## src/rtl/txn_pkg.sv

```systemverilog
package txn_pkg;

  typedef enum logic [1:0] {
    ST_IDLE    = 2'd0,
    ST_WAIT    = 2'd1,
    ST_BACKOFF = 2'd2,
    ST_FAIL    = 2'd3
  } txn_state_e;

endpackage

```

## src/rtl/txn_timeout.sv

```systemverilog
// Counts busy cycles of the open transaction; flags the last allowed one.
module txn_timeout #(
  parameter int LIMIT = 1024
) (
  input  logic clk,
  input  logic rst,
  input  logic clear,
  input  logic run,
  output logic expired
);
  localparam int W = $clog2(LIMIT + 1);
  localparam logic [W-1:0] LAST = W'(LIMIT - 1);

  logic [W-1:0] cnt;

  always_ff @(posedge clk) begin
    if (rst || clear) begin
      cnt <= '0;
    end else if (run && cnt != LAST) begin
      cnt <= cnt + 1'b1;
    end
  end

  assign expired = run && (cnt == LAST);
endmodule

```

## src/rtl/txn_backoff.sv

```systemverilog
// Down-counter holding the controller in backoff for CYC cycles.
module txn_backoff #(
  parameter int CYC = 4
) (
  input  logic clk,
  input  logic rst,
  input  logic load,
  input  logic run,
  output logic elapsed
);
  localparam int W = $clog2(CYC + 1);

  logic [W-1:0] cnt;

  always_ff @(posedge clk) begin
    if (rst) begin
      cnt <= '0;
    end else if (load) begin
      cnt <= W'(CYC - 1);
    end else if (run && cnt != '0) begin
      cnt <= cnt - 1'b1;
    end
  end

  assign elapsed = run && (cnt == '0);
endmodule

```

## src/rtl/txn_inbound.sv

```systemverilog
// Answers requests from other nodes: accept when free, refuse when busy.
module txn_inbound (
  input  logic clk,
  input  logic rst,
  input  logic req,
  input  logic busy,
  output logic ack,
  output logic retry
);
  always_ff @(posedge clk) begin
    if (rst) begin
      ack   <= 1'b0;
      retry <= 1'b0;
    end else begin
      ack   <= req && !busy;
      retry <= req && busy;
    end
  end
endmodule

```

## src/rtl/txn_busy_ctrl.sv

```systemverilog
module txn_busy_ctrl #(
  parameter int TAG_W       = 4,
  parameter int TIMEOUT     = 1024,
  parameter int BACKOFF_CYC = 4,
  parameter int MAX_TRIES   = 8
) (
  input  logic             clk,
  input  logic             rst,
  input  logic             start_i,
  input  logic             rsp_valid_i,
  input  logic [TAG_W-1:0] rsp_tag_i,
  input  logic             rsp_busy_i,
  input  logic             in_req_i,
  output logic             req_valid_o,
  output logic [TAG_W-1:0] req_tag_o,
  output logic             busy_o,
  output logic             done_o,
  output logic             fail_o,
  output logic             exhaust_o,
  output logic             in_ack_o,
  output logic             in_retry_o
);
  import txn_pkg::*;

  localparam int TRY_W = $clog2(MAX_TRIES + 1);
  localparam logic [TRY_W-1:0] TRY_LAST = TRY_W'(MAX_TRIES);

  txn_state_e       state, state_n;
  logic [TAG_W-1:0] tag_q;
  logic [TRY_W-1:0] tries_q;
  logic             in_busy;
  logic             tmo_hit, bo_done, bo_load;
  logic             rsp_hit;
  logic             take_start;

  assign in_busy    = (state == ST_WAIT) || (state == ST_BACKOFF);
  assign take_start = (state == ST_IDLE) && start_i;
  assign rsp_hit    = (state == ST_WAIT) && rsp_valid_i && (rsp_tag_i == tag_q);
  assign bo_load    = rsp_hit && rsp_busy_i && (tries_q != TRY_LAST);

  txn_timeout #(.LIMIT(TIMEOUT)) u_tmo (
    .clk     (clk),
    .rst     (rst),
    .clear   (take_start),
    .run     (in_busy),
    .expired (tmo_hit)
  );

  txn_backoff #(.CYC(BACKOFF_CYC)) u_bo (
    .clk     (clk),
    .rst     (rst),
    .load    (bo_load),
    .run     (state == ST_BACKOFF),
    .elapsed (bo_done)
  );

  txn_inbound u_in (
    .clk   (clk),
    .rst   (rst),
    .req   (in_req_i),
    .busy  (in_busy),
    .ack   (in_ack_o),
    .retry (in_retry_o)
  );

  // Next-state: in WAIT a matching response outranks the timer; in
  // BACKOFF the timer outranks the end of the backoff window.
  always_comb begin
    state_n = state;
    unique case (state)
      ST_IDLE:    if (start_i) state_n = ST_WAIT;
      ST_WAIT: begin
        if (rsp_hit) begin
          if (!rsp_busy_i)               state_n = ST_IDLE;
          else if (tries_q == TRY_LAST)  state_n = ST_FAIL;
          else                           state_n = ST_BACKOFF;
        end else if (tmo_hit) begin
          state_n = ST_FAIL;
        end
      end
      ST_BACKOFF: begin
        if (tmo_hit)      state_n = ST_FAIL;
        else if (bo_done) state_n = ST_WAIT;
      end
      ST_FAIL:    state_n = ST_IDLE;
      default:    state_n = ST_IDLE;
    endcase
  end

  always_ff @(posedge clk) begin
    if (rst) begin
      state       <= ST_IDLE;
      tag_q       <= '0;
      tries_q     <= '0;
      req_valid_o <= 1'b0;
      done_o      <= 1'b0;
      fail_o      <= 1'b0;
      exhaust_o   <= 1'b0;
    end else begin
      state       <= state_n;
      req_valid_o <= 1'b0;
      done_o      <= 1'b0;
      fail_o      <= 1'b0;
      exhaust_o   <= 1'b0;
      if (take_start) begin
        tag_q       <= tag_q + 1'b1;
        tries_q     <= TRY_W'(1);
        req_valid_o <= 1'b1;
      end
      if (state == ST_BACKOFF && state_n == ST_WAIT) begin
        tries_q     <= tries_q + 1'b1;
        req_valid_o <= 1'b1;
      end
      if (state == ST_WAIT && rsp_hit && !rsp_busy_i) begin
        done_o <= 1'b1;
      end
      if (state != ST_FAIL && state_n == ST_FAIL) begin
        fail_o    <= 1'b1;
        exhaust_o <= rsp_hit;
      end
    end
  end

  assign req_tag_o = tag_q;
  assign busy_o    = in_busy;

endmodule

```

## config.mk

```make
export PLATFORM = sky130hd
export DESIGN_NAME = txn_busy_ctrl
export DESIGN_NICKNAME = d
export VERILOG_FILES = /design/src/rtl/txn_pkg.sv /design/src/rtl/txn_timeout.sv /design/src/rtl/txn_backoff.sv /design/src/rtl/txn_inbound.sv /design/src/rtl/txn_busy_ctrl.sv
export SDC_FILE = /design/constraint.sdc
export NUM_CORES = 1
export LEC_CHECK = 0
export CELL_PAD_IN_SITES_DETAIL_PLACEMENT = 1
export CELL_PAD_IN_SITES_GLOBAL_PLACEMENT = 2
export CORE_AREA = 2 2 71 73
export CTS_CLUSTER_SIZE = 20
export DETAILED_ROUTE_END_ITERATION = 12
export DIE_AREA = 0 0 73 75
export DONT_BUFFER_PORTS = 1
export GPL_ROUTABILITY_DRIVEN = 0
export PLACE_DENSITY_LB_ADDON = 0.1
export SLEW_MARGIN = 20
export SYNTH_ARGS = -nofsm -noshare
export SYNTH_HDL_FRONTEND = slang
export SYNTH_SLANG_ARGS = --single-unit
```

## constraint.sdc

```tcl
create_clock -name clk -period 1.8 [get_ports clk]
set_input_delay 0.54 -clock clk [delete_from_list [all_inputs] [get_ports clk]]
set_output_delay 0.54 -clock clk [all_outputs]
set_load 0.005 [all_outputs]
```

==> qor.yml, run 1 <==
register_clock_pin_slew_on_the_reported_worst_setup_and_hold_paths_ns: 0.06
hold_viol_final: 0
worstSetupPathType: "reg -> reg"
synth_area_per_cell_um2: 8.84
drtPass1Iterations: 4
cts_root_buffer: "clkbuf_8"
yosysUniqueCellTypes: 44
layout_worst_path_cycle_share_pct: 103
max-vdd-ir-drop_uv: 307
grt_max_degree: 22
synthDominantAreaCellType: "dfxtp_1"
count_of_flip_flops_with_a_built_in_enable_after_synthesis: 0
synth_area_leaders: "dfxtp_1 38%, ha_1 8.8%, xnor2_1 5.0%"
total_die_area_mm2: 0.00548
port_buffers: 0
setup_total_negative_slack_ns: -0.167
drt_iter0_markers: 60
crit_arrival_ns: 2.07
yosysWarningCount: 0
route.final.wire_length_um: 4040
worst_hold_path_type: "in -> reg"
report.final.slew_viol_count: 0
cts_tree: "built"
cellPowerDensity_mw_per_mm2: 691
skew_ns: 0.00246
initial_core_util_pct: 33.6
placement_rows: 25
netlist_instances: 177
critical_path_source_type: "flop"
max_slew_margin_pct: 71.6
cp.required_ns: 2.02
clock_sink_count: 30
synth_top_flop_cell: "dfxtp_1"
hpwl_um: 3120
coreArea_mm2: 0.00466
sequential_fraction_of_the_synthesis_area_pct: 38.4
layout-area-overhead-vs-synth_pct: 35.8
finalCriticalPeriod_ns: 1.86
grt_setup_unrepaired: "yes"
ys_async_sr_fraction_pct: 0
timing.critical_path.to_type: "flop"
timing_worst_slew_pin_value_ns: 0.427
cts-htree-levels: 2
critical_path.max_fanout: 10
status: "finished, violations left"
die_width_um: 73
synthMostInstantiatedCell: "dfxtp_1"
syn-num-nets: 198
via_count_of_the_first_global_routing_pass: 1531
grt_util_all_layers_pct: 16.6
cts_max_path_buffers: 2
final.setup.worst_slack_ns: -0.0555
ioPinCount: 21
drcViolationCount: 0
post_route_cells_drive_above_1_share_pct: 35.8
failed_checks: "negative setup slack"
max-cap-violations: 0
insertedDiodeCount: 0
regArea_um2: 608
report.final.setup_viol: 4
utilization_after_layout_pct: 45.6
num_vias: 1376
layout.filler_cells: 540
maxClockFrequency_ghz: 0.539
floorplan.die.height_um: 75
leakage_nw: 0.878
grt_antenna_before_repair: 0
yosys_register_bits: 30
global_route_wire_length_before_repair_um: 6950
post_syn_area_mm2: 0.00156
multiInputGateArea_mm2: 0.00103
routed_wire_length_per_instance_um: 15.0
num_cts_buffers: 5
clock_latency_ns: 0.28
nNetsFinal: 235
viasPerCell: 5.12
grt_overflow: 0
yosysTopAreaCellShare_pct: 38.4
synthTopCellsByCount: "30 x dfxtp_1, 19 x nor2_1, 15 x nand2_1"
detail-route-antenna-nets: 0
-- sequential cells by signal, indices dropped and copies added, names as in the netlist --
register     flops
fail_o           1
exhaust_o        1
tries_q          4
req_tag_o        4
done_o           1
state            2
u_tmo.cnt       11
req_valid_o      1
u_in.retry       1
u_in.ack         1
u_bo.cnt         3
-- kinds of logic after synthesis --
| logic type | share of synthesized area (%) |
|---|---|
| flops | 38.4 |
| xor+xnor | 9.52 |
| fa+ha+maj | 8.80 |
| mux | 0.640 |
| buf+inv | 4.32 |
| simple gates | 25.3 |
| compound gates | 13.0 |
-- power by group --
part	internal (W)	switching [W]	total, W	leakage (nW)
combinational	0.000106	0.000107	0.000212	0.584
sequential	0.000683	0.0000133	0.000696	0.245
clock	0.000308	0.000251	0.000559	0.0482
-- routing by layer --
metal  GRT usage [%]  share of wire, %  vias up
met5               0                 0        -
met4            5.97               1.5        0
met3            4.28               3.3        7
met2            31.3                52       23
met1            17.8                43      660
li1                -                 -      686
-- stage by stage --
stage	worst slack [ns]	std cells	total power (W)	hold slack [ns]	instance area, um2
after CTS	-0.0763	268	0.00148	0.306	2050
after detailed placement	-0.149	259	0.000907	0.456	1920
after global routing	-0.154	269	0.00154	0.306	2120
after global placement	-0.0949	259	0.000900	0.426	1920
final	-0.0555	269	0.00147	0.320	2120
after floorplan	0.00322	177	0.000835	0.408	1620
-- repair_timing --
action,4_1_cts,5_1_grt
resized for setup,11,12
pin swaps,1,2
buffers inserted,1,1
endpoints found under the setup margin,13,17
hold endpoints to repair,0,0
hold buffers,0,0
-- path summary, 6_finish.rpt --
check                              startpoint             to  slack (ns)  depth (start not counted)
worst min-delay path                      rst     tries_q[1]        0.32                          1
worst max register to register   u_tmo.cnt[0]     tries_q[1]       -0.06                          7
worst min register to register  u_tmo.cnt[10]  u_tmo.cnt[10]        0.46                          2
worst max-delay path             u_tmo.cnt[0]     tries_q[1]       -0.06                          7
-- worst max-delay path: stages, from the launching register on --
cell,delay [ns]
dfxtp_2,0.33
ha_4,0.15
and4b_2,0.22
and4_4,0.16
o41a_1,0.39
buf_6,0.15
a211o_1,0.27
a21oi_2,0.11
-- layout by cell type, fill, tap and decap left out, drive strengths merged, types with 2 or more instances in the layout --
cell type,instances
a211o,2
and3,4
nor2,19
nand4,3
nor3,5
a31oi,2
inv,9
nand2,16
xor2,8
nand2b,3
ha,11
nand3,9
o21ai,2
xnor2,9
buf,36
nor3b,4
clkbuf,7
dfxtp,30
and4,3
nor2b,4
and2,3
a21o,2
a21oi,9
-- layout make-up --
type / instances / share of cell area (%)
multi-input cells: 132 / 48.7
flip-flops and latches: 30 / 28.6
repair buffers: 36 / 13.5
clock buffers: 7 / 4.06
well taps: 54 / 3.18
inverters: 9 / 1.71
clock inverters: 1 / 0.236
Power figures use the tool's default switching activity.
==> run 2, diff against run 1 <==
--- a/config.mk
+++ b/config.mk
@@ -7,10 +7,10 @@
 export LEC_CHECK = 0
 export CELL_PAD_IN_SITES_DETAIL_PLACEMENT = 1
 export CELL_PAD_IN_SITES_GLOBAL_PLACEMENT = 2
-export CORE_AREA = 2 2 71 73
+export CORE_AREA = 2 2 76 78
 export CTS_CLUSTER_SIZE = 20
 export DETAILED_ROUTE_END_ITERATION = 12
-export DIE_AREA = 0 0 73 75
+export DIE_AREA = 0 0 78 80
 export DONT_BUFFER_PORTS = 1
 export GPL_ROUTABILITY_DRIVEN = 0
 export PLACE_DENSITY_LB_ADDON = 0.1
==> run 2 against run 1 <==
  * The run still ends with negative setup slack left
  * Power rose by 1.7%
  * Sequential power barely moved
  * Critical path type unchanged
  * Final cell count rose by 11%
  * Clock skew rose by 0.0065 ns
  * Count of clock-buffer cells in the layout did not move
  * First-iteration DRC count fell by 60%
  * Die area rose by 14%
  * Clock power rose by 2%
  * Register-to-register slack improved by 0.05 ns
  * Critical path depth rose by 1
==> qor.yml, run 2 (synthesized netlist as in run 1, its figures left out) <==
status: "finished, violations left"
failed_checks: "negative setup slack"
via_count_of_the_first_global_routing_pass: 1511  # -1.3%
post_route_cells_drive_above_1_share_pct: 41.6  # +5.8 points
grt_antenna_before_repair: 0  # unchanged
layout.cells.most_common: "buf_4"
detail-route-antenna-nets: 0  # unchanged
port_buffers: 0  # unchanged
crit_arrival_ns: 2.02  # -0.05 ns
timing_worst_slew_pin_value_ns: 0.450  # +0.0230 ns
critical_path.cell_chain: "ha_4 > and4b_1 > and4_4 > a32oi_1 > a21boi_4 > buf_4 > a2111oi_4 > nor2b_2"
post_cts_hold_buffer_count: 0  # unchanged
layout-area-overhead-vs-synth_pct: 44.2
critical_path.n_buffers_inverters: 1  # unchanged
skew_ns: 0.00893  # +0.00647 ns
placement_rows: 27  # +8.0%
drtPass1Iterations: 4  # unchanged
internal_power_w: 0.00111  # +1.0%
share_clk_of_total_power_pct: 38.2  # about the same
max-vdd-ir-drop_uv: 279  # -8.9%
max_slew_margin_pct: 70.0  # -1.5 points
report.final.setup_viol: 2  # -2
register_clock_pin_slew_on_the_reported_worst_setup_and_hold_paths_ns: 0.07  # about the same
clock_latency_ns: 0.28  # about the same
viasPerCell: 4.82  # -5.9%
setup_total_negative_slack_ns: -0.0169  # +0.150 ns
total_die_area_mm2: 0.00624  # +14%
regArea_um2: 609  # +0.21%
multiInputGateArea_mm2: 0.00107  # +3.0%
placed_area_mm2: 0.00197  # +2.5%
route.final.wire_length_um: 4360  # +8.0%
hold_viol_final: 0  # unchanged
max_flop_register: "u_tmo.cnt"
drcViolationCount: 0  # unchanged
max-cap-violations: 0  # unchanged
initial_core_util_pct: 28.9  # -4.6 points
ioPinCount: 21  # unchanged
grt_util_all_layers_pct: 15.2  # -1.4 points
finalCriticalPeriod_ns: 1.81  # -0.0470 ns
cts_max_path_buffers: 2  # unchanged
cpPeakStageDelay_ns: 0.35  # -0.04 ns
worst_hold_path_type: "in -> reg"
grt_max_degree: 22  # unchanged
comb_power_share_pct: 15.2  # +0.7 points
die_width_um: 78  # +6.8%
report.final.slew_viol_count: 0  # unchanged
post-route-cell-area_mm2: 0.00226  # +6.2%
largest_register_ff_count: 11  # unchanged
switchingPower_w: 0.000386  # +3.9%
cp.required_ns: 2.02  # about the same
fin_total_pwr_w: 0.00149  # +1.7%
critical_path.max_fanout: 3  # -7
hpwl_um: 3140  # +0.90%
grt_overflow: 0  # unchanged
critPathTopFamily: "simple AND/OR/NAND/NOR gates"
cts_tree: "built"
critical_path_source_type: "flop"
global_route_wire_length_before_repair_um: 7220  # +4.0%
num_cts_buffers: 5  # unchanged
nNetsFinal: 246  # +4.7%
floorplan.die.height_um: 80  # +6.7%
max_stage_delay_cell_worst_path: "dfxtp_2"
coreArea_mm2: 0.00541  # +16%
leakage_nw: 0.918  # +4.6%
layout_worst_path_cycle_share_pct: 100  # -2.6 points
timing.critical_path.to_type: "flop"
grt_setup_unrepaired: "yes"
clock_sink_count: 30  # unchanged
maxClockFrequency_ghz: 0.553  # +2.6%
cellPowerDensity_mw_per_mm2: 662  # -4.2%
cts-htree-levels: 2  # unchanged
insertedDiodeCount: 0  # unchanged
layout.filler_cells: 647  # +20%
routed_wire_length_per_instance_um: 14.6  # -2.5%
switching_share_pct: 25.8  # +0.55 points
cts_root_buffer: "clkbuf_8"
power.sequential.fraction_pct: 46.6  # -0.8 points
most_used_cells_in_the_layout_excluding_fill_and_tap_cells: "42 x buf_4, 25 x dfxtp_1, 19 x nor2_1, 14 x nand2_1"
r2r_setup_slack_ns: -0.009  # +0.05 ns
num_vias: 1435  # +4.3%
worstSetupPathType: "reg -> reg"
drt_iter0_markers: 24  # -60%
final.setup.worst_slack_ns: -0.00850  # +0.0470 ns
fin_hold_ws_ns: 0.304  # -0.0154 ns
-- run 2: cell count changes in the layout (fill, tap and decap cells not counted), moves of 2 or more --
cell and change:
nand3_2 +3, and3_1 -2, inv_2 +2, buf_6 +3
buf_4 +8, and3_4 +3, nand3_1 -3
-- run 2: power groups by stage --
stage               sequential [W]  clock (W)  combinational [W]
finish                    0.000695   0.000570           0.000227
global route              0.000697   0.000640           0.000253
CTS                       0.000696   0.000596           0.000215
detailed placement        0.000710          0           0.000200
global placement          0.000709          0           0.000196
floorplan                 0.000715          0           0.000119
-- run 2: path summary, 6_finish.rpt --
| check | startpoint | to | depth (start not counted) |
|---|---|---|---|
| min reg2reg | u_tmo.cnt[10] | u_tmo.cnt[10] | 2 |
| max reg2reg | u_tmo.cnt[0] | exhaust_o | 8 |
| max | u_tmo.cnt[0] | exhaust_o | 8 |
| min | rst | tries_q[1] | 1 |
-- run 2: routing by layer --
| layer | part of all wire (%) | GRT usage [%] | wire (um) |
|---|---|---|---|
| met5 | 0 | 0 | 0 |
| met4 | 1.1 | 5.44 | 46 |
| met3 | 2.0 | 3.96 | 89 |
| met2 | 53 | 28.1 | 2330 |
| met1 | 43 | 16.8 | 1900 |
-- run 2: repair_timing --
| action | in CTS | in global routing |
|---|---|---|
| pin swaps | 4 | 5 |
| gates cloned | 1 | 0 |
| gates resized for setup | 16 | 15 |
| setup buffers | 2 | 5 |
| endpoints found under the setup margin | 14 | 11 |
-- run 2: through the flow --
| stage | std cells | setup slack (ns) | utilization, % |
|---|---|---|---|
| floorplan | 177 | 0.00322 | - |
| global placement | 282 | -0.124 | 36.4 |
| detailed placement | 282 | -0.184 | 36.4 |
| CTS | 293 | -0.0107 | 39.9 |
| global route | 298 | -0.139 | 41.7 |
| finish | 298 | -0.00850 | 41.7 |
-- run 2: final cells by class --
| type | count | area share (%) |
|---|---|---|
| Tap cell | 72 | 3.99 |
| Multi-Input combinational cell | 132 | 47.3 |
| Clock inverter | 1 | 0.222 |
| Inverter | 9 | 1.50 |
| Clock buffer | 7 | 3.83 |
| Timing Repair Buffer | 47 | 16.2 |
| Sequential cell | 30 | 27.0 |
-- run 2: worst register-to-register path, cell delays in order, from the launching register on --
cell       delay [ns]
dfxtp_2          0.35
ha_4             0.13
and4b_1          0.22
and4_4           0.23
a32oi_1          0.10
a21boi_4         0.16
buf_4            0.14
a2111oi_4        0.21
nor2b_2          0.19
